--- src/rtl/rcf_pkg.sv ---
package rcf_pkg;

  localparam int unsigned NUM_SRC = 4;
  localparam int unsigned STAT_W  = 8;

  // Internal source index (vector position inside the flag store)
  typedef enum logic [1:0] {
    SRC_SPOR = 2'd0,
    SRC_IAW  = 2'd1,
    SRC_WDT  = 2'd2,
    SRC_ILL  = 2'd3
  } src_e;

  typedef logic [NUM_SRC-1:0] src_vec_t;

  // Bit position of each source inside the visible status byte
  function automatic int unsigned stat_pos(input int unsigned src);
    int unsigned pos;
    case (src)
      0:       pos = 0;
      1:       pos = 1;
      2:       pos = 4;
      default: pos = 7;
    endcase
    return pos;
  endfunction

  function automatic logic [STAT_W-1:0] pack_status(input src_vec_t flg);
    logic [STAT_W-1:0] stat;
    stat = '0;
    for (int unsigned k = 0; k < NUM_SRC; k++) begin
      stat[stat_pos(k)] = flg[k];
    end
    return stat;
  endfunction

endpackage

--- src/rtl/rcf_rst_sync.sv ---
module rcf_rst_sync #(
  parameter int unsigned STAGES = 2
) (
  input  logic clk,
  input  logic arst_n,
  output logic rst_n
);

  logic [STAGES-1:0] sync_q;
  logic [STAGES-1:0] sync_d;

  generate
    if (STAGES == 1) begin : g_one
      always_comb sync_d = 1'b1;
    end else begin : g_many
      always_comb sync_d = {sync_q[STAGES-2:0], 1'b1};
    end
  endgenerate

  always_ff @(posedge clk or negedge arst_n) begin
    if (!arst_n) begin
      sync_q <= '0;
    end else begin
      sync_q <= sync_d;
    end
  end

  assign rst_n = sync_q[STAGES-1];

endmodule

--- src/rtl/rcf_illop_det.sv ---
module rcf_illop_det #(
  parameter int unsigned OP_W     = 8,
  parameter logic [OP_W-1:0] ILL_CODE = '1
) (
  input  logic            op_valid,
  input  logic [OP_W-1:0] op_byte,
  input  logic            dbg_emu,
  output logic            ill_req
);

  logic code_hit;

  always_comb begin
    code_hit = (op_byte == ILL_CODE);
    ill_req  = op_valid & code_hit & ~dbg_emu;
  end

endmodule

--- src/rtl/rcf_flags.sv ---
module rcf_flags #(
  parameter int unsigned N = 4
) (
  input  logic         clk,
  input  logic         rst_n,
  input  logic [N-1:0] set_i,
  input  logic         clr_i,
  output logic [N-1:0] flags_o
);

  logic [N-1:0] flags_q;
  logic [N-1:0] flags_d;
  logic         upd_en;

  // A set in the same cycle as a clear wins
  always_comb begin
    upd_en  = clr_i | (|set_i);
    flags_d = (flags_q & ~{N{clr_i}}) | set_i;
  end

  always_ff @(posedge clk or negedge rst_n) begin
    if (!rst_n) begin
      flags_q <= '0;
    end else if (upd_en) begin
      flags_q <= flags_d;
    end
  end

  assign flags_o = flags_q;

endmodule

--- src/rtl/rcf_stretch.sv ---
module rcf_stretch #(
  parameter int unsigned CYCLES = 16
) (
  input  logic clk,
  input  logic rst_n,
  input  logic trig_i,
  output logic active_o
);

  localparam int unsigned CW = $clog2(CYCLES + 1);

  logic [CW-1:0] cnt_q;
  logic [CW-1:0] cnt_d;
  logic          cnt_en;

  always_comb begin
    cnt_d  = cnt_q;
    cnt_en = 1'b0;
    if (trig_i) begin
      cnt_d  = CW'(CYCLES);
      cnt_en = 1'b1;
    end else if (cnt_q != '0) begin
      cnt_d  = cnt_q - CW'(1);
      cnt_en = 1'b1;
    end
  end

  always_ff @(posedge clk or negedge rst_n) begin
    if (!rst_n) begin
      cnt_q <= '0;
    end else if (cnt_en) begin
      cnt_q <= cnt_d;
    end
  end

  assign active_o = (cnt_q != '0);

endmodule

--- src/rtl/rcf_reset_cause.sv ---
module rcf_reset_cause
  import rcf_pkg::*;
#(
  parameter int unsigned        OP_W        = 8,
  parameter logic [OP_W-1:0]    ILL_OPCODE  = 8'hFF,
  parameter int unsigned        RST_CYCLES  = 16,
  parameter int unsigned        SYNC_STAGES = 2
) (
  input  logic              clk,
  input  logic              rst_pin_n,
  input  logic              rst_ret_n,
  input  logic              op_valid,
  input  logic [OP_W-1:0]   op_byte,
  input  logic              dbg_emu,
  input  logic              wdt_req,
  input  logic              iaw_req,
  input  logic              spor_req,
  input  logic              rd_en,
  input  logic              rd_bit,
  output logic [STAT_W-1:0] rd_data,
  output logic              rd_err,
  output logic              rst_int_n
);

  logic              arst_n;
  logic              rst_sys_n;
  logic              ill_req;
  src_vec_t          set_vec;
  src_vec_t          flags;
  logic              any_req;
  logic              rd_byte;
  logic              rd_bitacc;
  logic              int_active;
  logic [STAT_W-1:0] rd_data_q;
  logic [STAT_W-1:0] rd_data_d;
  logic              rd_err_q;
  logic              rd_err_d;

  // Only the pin and retention resets reach the flag storage
  assign arst_n = rst_pin_n & rst_ret_n;

  rcf_rst_sync #(
    .STAGES (SYNC_STAGES)
  ) u_sync (
    .clk    (clk),
    .arst_n (arst_n),
    .rst_n  (rst_sys_n)
  );

  rcf_illop_det #(
    .OP_W     (OP_W),
    .ILL_CODE (ILL_OPCODE)
  ) u_illop (
    .op_valid (op_valid),
    .op_byte  (op_byte),
    .dbg_emu  (dbg_emu),
    .ill_req  (ill_req)
  );

  always_comb begin
    set_vec           = '0;
    set_vec[SRC_SPOR] = spor_req;
    set_vec[SRC_IAW]  = iaw_req;
    set_vec[SRC_WDT]  = wdt_req;
    set_vec[SRC_ILL]  = ill_req;
    any_req           = |set_vec;
    rd_byte           = rd_en & ~rd_bit;
    rd_bitacc         = rd_en & rd_bit;
  end

  rcf_flags #(
    .N (NUM_SRC)
  ) u_flags (
    .clk     (clk),
    .rst_n   (rst_sys_n),
    .set_i   (set_vec),
    .clr_i   (rd_byte),
    .flags_o (flags)
  );

  rcf_stretch #(
    .CYCLES (RST_CYCLES)
  ) u_stretch (
    .clk      (clk),
    .rst_n    (rst_sys_n),
    .trig_i   (any_req),
    .active_o (int_active)
  );

  // Read port: capture on byte read, error pulse on bit access
  always_comb begin
    rd_data_d = rd_data_q;
    if (rd_byte) begin
      rd_data_d = pack_status(flags);
    end
    rd_err_d = rd_bitacc;
  end

  always_ff @(posedge clk or negedge rst_sys_n) begin
    if (!rst_sys_n) begin
      rd_data_q <= '0;
    end else if (rd_byte) begin
      rd_data_q <= rd_data_d;
    end
  end

  always_ff @(posedge clk or negedge rst_sys_n) begin
    if (!rst_sys_n) begin
      rd_err_q <= 1'b0;
    end else if (rd_err_q | rd_bitacc) begin
      rd_err_q <= rd_err_d;
    end
  end

  assign rd_data   = rd_data_q;
  assign rd_err    = rd_err_q;
  assign rst_int_n = ~int_active;

endmodule

--- config.mk ---
export PLATFORM = sky130hd
export DESIGN_NAME = rcf_reset_cause
export DESIGN_NICKNAME = d
export VERILOG_FILES = /design/src/rtl/rcf_pkg.sv /design/src/rtl/rcf_rst_sync.sv /design/src/rtl/rcf_illop_det.sv /design/src/rtl/rcf_flags.sv /design/src/rtl/rcf_stretch.sv /design/src/rtl/rcf_reset_cause.sv
export SDC_FILE = /design/constraint.sdc
export NUM_CORES = 1
export LEC_CHECK = 0
export BUFFER_PORTS_ARGS = -buffer_cell sky130_fd_sc_hd__clkbuf_2
export CORE_MARGIN = 5
export CORE_UTILIZATION = 40
export CTS_CLUSTER_DIAMETER = 50
export DETAILED_ROUTE_END_ITERATION = 12
export GPL_TIMING_DRIVEN = 1
export PLACE_DENSITY = 0.63
export SKIP_CTS_REPAIR_TIMING = 1
export SYNTH_ARGS = -nofsm -noshare
export SYNTH_HDL_FRONTEND = slang
export SYNTH_HIERARCHICAL = 1
export SYNTH_SLANG_ARGS = --single-unit
--- constraint.sdc ---
create_clock -name clk -period 1.6 [get_ports clk]
set_clock_uncertainty 0.05 [all_clocks]
set_input_delay 0.08 -clock clk [delete_from_list [all_inputs] [get_ports clk]]
set_output_delay 0.08 -clock clk [all_outputs]
set_load 0.05 [all_outputs]
Yosys cells after proc, flatten, opt, wreduce, memory -nomap -nowiden
Index checks and enable logic that the tools add are counted.
W data, S select, Z words.

word-level totals
  register bits = 20
  latch bits = 0
  RAM bits = 0
  memory bits (read-only) = 0
  input bits = 18
  output and inout bits = 10
  logic and storage cells = 56
  memories = 0

operators by class
  add/sub/neg operators = 1
  $mul = 0
  div/mod/pow operators = 0
  $lt $le $gt $ge = 8
  equal/unequal tests = 1
  shift operators = 0
  mux-type cells = 19
  bitwise logic cells = 14
  reductions and logical operators = 8

operator list
  cell                   count
  $ge A32 B1 Y1 const B  4
  $lt A32 B4 Y1 const B  4
  $mux W32               4
  $bwmux W8              3
  $demux W1 S3           4
  $mux W5                2
  $and A8 B8 Y8          1
  $eq A8 B8 Y1 const B   1
  $mux W1                6
  $and A1 B1 Y1          5
  $reduce_bool A5 Y1     1
  $sub A5 B1 Y5 const B  1
  $and A4 B4 Y4          1
  $logic_and A1 B1 Y1    4
  $not A4 Y4             1
  $or A4 B4 Y4           1
  $reduce_or A4 Y1       1
  $not A1 Y1             3
  $or A1 B1 Y1           2
  $reduce_and A2 Y1      1
  $reduce_bool A2 Y1     1

Logic depth before layout (Yosys ltp)
  depth after elaboration = 11
  depth in mapped cells = 6
  mapped depth without buffers = 5

Cells and area by module
Netlist, hierarchy kept.

modules (own cells, without submodules)
  module           instances  cells each  area an instance (um2)  sequential area each (um2)
  rcf_reset_cause  1          20          269.0                   125.1
  rcf_stretch      1          25          261.5                   125.1
  rcf_flags        1          9           133.9                   100.1
  rcf_rst_sync     1          3           53.8                    50.0
  rcf_illop_det    1          4           28.8                    0.0

Least setup slack after synthesis
No wires, ideal clock.

  path kind = register to output
  start point = register u_stretch.cnt_q[0]
  end point = output rst_int_n
  arrival time = 1.531 ns
  data required time = 1.470 ns
  setup slack = -0.061 ns
  cell stages (with the launch flop) = 6
  buffers on the path = 1
  path through = dfrtp_1 -> inv_1 -> ha_1 -> or4b_4 -> buf_6 -> inv_1

between the ends
  longest elaborated chain between the ends = 2

ends and longest elaborated chain
  element                   RTL line                source
  start: declaration        rcf_stretch.sv:12       logic [CW-1:0] cnt_q;
  start signal: assignment  rcf_stretch.sv:32       cnt_q <= cnt_d;
  $reduce_bool A5 Y1        rcf_stretch.sv:36       assign active_o = (cnt_q != '0);
  named net int_active      rcf_reset_cause.sv:33   logic int_active;
  $not A1 Y1                rcf_reset_cause.sv:117  assign rst_int_n = ~int_active;
  end: declaration          rcf_reset_cause.sv:22   output logic rst_int_n

The timed path passes the listed nets, and every way through them passes these cells.

Worst setup path after layout
Ends and elaborated chain as after synthesis.

==> metrics.md <==
| Metric | Value |
|---|---|
| Status | complete, but fails checks |
| Failing checks | setup timing |
| Final hold vios | 0 |
| Pint | 0.5970 mW |
| Pwr dens | 855.6 mW/mm² |
| Routed WL per cell | 11.84 µm |
| Largest area contributor in the netlist | dfrtp_1 |
| Cells after Synth | 61 |
| Placer Congestion | 0.6643 |
| Reg area | 400.4 µm² |
| Drt drc | 0 |
| Gate power share | 22.8% |
| Most frequent cells in the layout | clkbuf_2 (22), dfrtp_1 (16), dlygate4sd3_1 (6) |
| Max-cap violations | 0 |
| Maximum VDD drop | 0.0005966 V |
| Worst path depth | 5 |
| Die X | 53.22 µm |
| Switching share of power | 29.23% |
| Worst Path Class, Setup | reg2out |
| Clk_lat worst skew | 0.28 ns |
| Starting Density | 42.80% |
| Fin. max-slew vios | 0 |
| Yosys Warn Count | 6 |
| # IOs | 28 |
| Pre-CTS setup slack | 0.08589 ns |
| Layout fillers | 167 |
| Synth top area cells | dfrtp_1 (54%), mux2_4 (8.0%), a21o_1 (5.0%), buf_4 (4.0%), buf_6 (3.0%) |
| Reg clk slew, reported paths | 0.08 ns |
| Yosys top cell area share | 53.60% |
| Largest net degree at the start of global routing | 15 |
| Number of synthesized register bits | 16 |
| Commonest non-fill, non-tap cell in the layout | clkbuf_2 |
| Total track usage | 10.89% |
| Vias per inst | 4.479 |
| Crit path buf inv count | 3 |
| Final nets | 115 |
| H-tree Lvls | 1 |
| Worst R2R Path Depth | 6 |
| Final period util | 108.0% |
| Final global-route overflow total | 0 |
| Iteration-0 DRC Markers | 5 |
| Die area | 0.002832 mm² |
| Net switching power | 0.2466 mW |
| Final setup violation count | 2 |
| First-pass GRT wire length | 2.180 mm |
| Worst path cell trace | inv_1 > ha_1 > or4b_4 > clkinvlp_4 > buf_12 |
| Leakage | 0.5039 nW |
| Row cnt | 15 |
| Worst r2r dst | u_stretch/cnt_q[0]$_DFFE_PN0P_ |
| Worst slew pin tran | 0.5545 ns |
| Sequential area share after synthesis | 53.60% |
| Max incr delay on CP | 0.49 ns |
| WHS | 0.02687 ns |
| Unrepaired setup endpoints after global routing | yes |
| Final WL | 1.409 mm |
| Hold Path Sink | rd_err$_DFFE_PN0P_ |
| DRT antenna net count | 0 |
| CP Data Arrival Time | 1.60 ns |
| Pre-antenna DRT Iters | 4 |
| Vias | 533 |
| DP Area | 878.3 µm² |
| Setup crit start kind | flip-flop |
| Sink Count | 16 |
| Layout area overhead | 31.99% |
| CP max stage cell | or4b_4 |
| Die Y | 53.22 µm |
| Flop pwr share | 53.4% |
| Worst Path Required | 1.47 ns |
| Max Clk Rate | 0.5789 GHz |
| Ant diodes | 0 |
| Mean Syn Cell Area | 12.25 µm² |
| CORE AREA | 0.001745 mm² |
| Clock share of power | 23.8% |
| TritonCTS Buffers | 3 |
| Crit path max fanout | 3 |
| Critical Path Sink Type | primary output |
| CTS tree | built |
| Library cells used by synthesis | 26 |
| Fin worst setup slack | -0.1273 ns |
| Vias in the first global route | 537 |
| CTS Buffer Depth | 2 |
| Fin area | 985.9 µm² |
| Mapped Area | 747.0 µm² |
| Initial antenna violation count | 0 |
| Delay-heaviest family, CP | simple AND/OR/NAND/NOR gates |
| Layout cells sized above 1 | 44.68% |
| Area of the multi-input gates | 289.0 µm² |
| Reg2reg start | u_stretch/cnt_q[0]$_DFFE_PN0P_ |
| Relative slew slack | 63.03% |
| Port Buffer Count | 23 |
| Hold Crit Class | in2reg |
| R2R Setup Slk | -0.01 ns |
| Placed insts | 107 |
| Hold_sp | rd_bit |
| Hold path depth | 2 |
| CTS root buf | clkbuf_4 |
| Tmin final | 1.727 ns |
| Non-filler cells, final | 119 |
## metrics by stage
stage          total power [mW]  utilization [%]  TNS [ns]
3_5_place_dp             0.6356            50.32         0
2_1_floorplan            0.5930                -         0
3_3_place_gp             0.6319            50.32         0
5_1_grt                  0.8905            56.49   -0.3617
4_1_cts                  0.8413            51.61   -0.2004
6_report                 0.8435            56.49   -0.1390
## synth_stat cells, drive strengths merged
library cell,count
mux2,4
and2,2
nor2,3
nor2b,1
a21oi,2
nand4,1
dfrtp,16
nand2,3
nand4b,1
buf,6
or2b,1
or4b,1
ha,1
xnor2,1
a21o,5
nor3,1
conb,2
inv,5
a211o,1
or4,1
nand3b,1
a211oi,1
or3,1
## worst max-delay path by stage
stage                     slack [ns]                      startpoint                              to
after floorplan                 0.04  u_stretch/cnt_q[0]$_DFFE_PN0P_  u_stretch/cnt_q[0]$_DFFE_PN0P_
after global placement          0.12  u_stretch/cnt_q[0]$_DFFE_PN0P_  u_stretch/cnt_q[0]$_DFFE_PN0P_
after detailed placement        0.09  u_stretch/cnt_q[0]$_DFFE_PN0P_  u_stretch/cnt_q[0]$_DFFE_PN0P_
after CTS                      -0.20  u_stretch/cnt_q[0]$_DFFE_PN0P_                       rst_int_n
after global routing           -0.21  u_stretch/cnt_q[0]$_DFFE_PN0P_                       rst_int_n
final                          -0.13  u_stretch/cnt_q[0]$_DFFE_PN0P_                       rst_int_n
## power by group through the flow
stage | Sequential, mW | Combinational [mW] | Clock (mW)
6_report | 0.450 | 0.192 | 0.201
5_1_grt | 0.455 | 0.207 | 0.229
4_1_cts | 0.451 | 0.177 | 0.213
3_5_place_dp | 0.459 | 0.177 | 0
3_3_place_gp | 0.458 | 0.174 | 0
2_1_floorplan | 0.497 | 0.0959 | 0
## registers in the layout (all words and copies together), names as in the netlist
signal           count
u_stretch/cnt_q      5
u_sync/sync_q        2
rd_data              4
rd_err               1
u_flags/flags_o      4
## cell type report
| type | count | share of cell area (%) |
|---|---|---|
| tap | 25 | 3.173 |
| inverter | 5 | 2.284 |
| clock buffer | 3 | 2.284 |
| multi-input combinational | 37 | 29.31 |
| sequential | 16 | 40.61 |
| timing repair buffer | 33 | 22.33 |
## cell families (layout without fill, tap and decap cells)
group,count (synthesis),in the layout,share of synthesized area [%]
other,2,5,1.005
buffers and inverters,11,41,9.547
DFF,16,16,53.60
muxes,4,4,8.041
and+or+nand+nor,17,17,15.75
AOI/OAI and AO/OA,9,9,9.213
xor gates and xnor gates,1,1,1.173
adders and majority gates,1,1,1.675
## layer usage
layer	GRT usage (%)	share of wire, %
met3	3.944	7.2
met1	12.70	40
met2	17.55	52
met5	0	0
met4	5.106	0.57
Power figures use the tool's default switching activity.
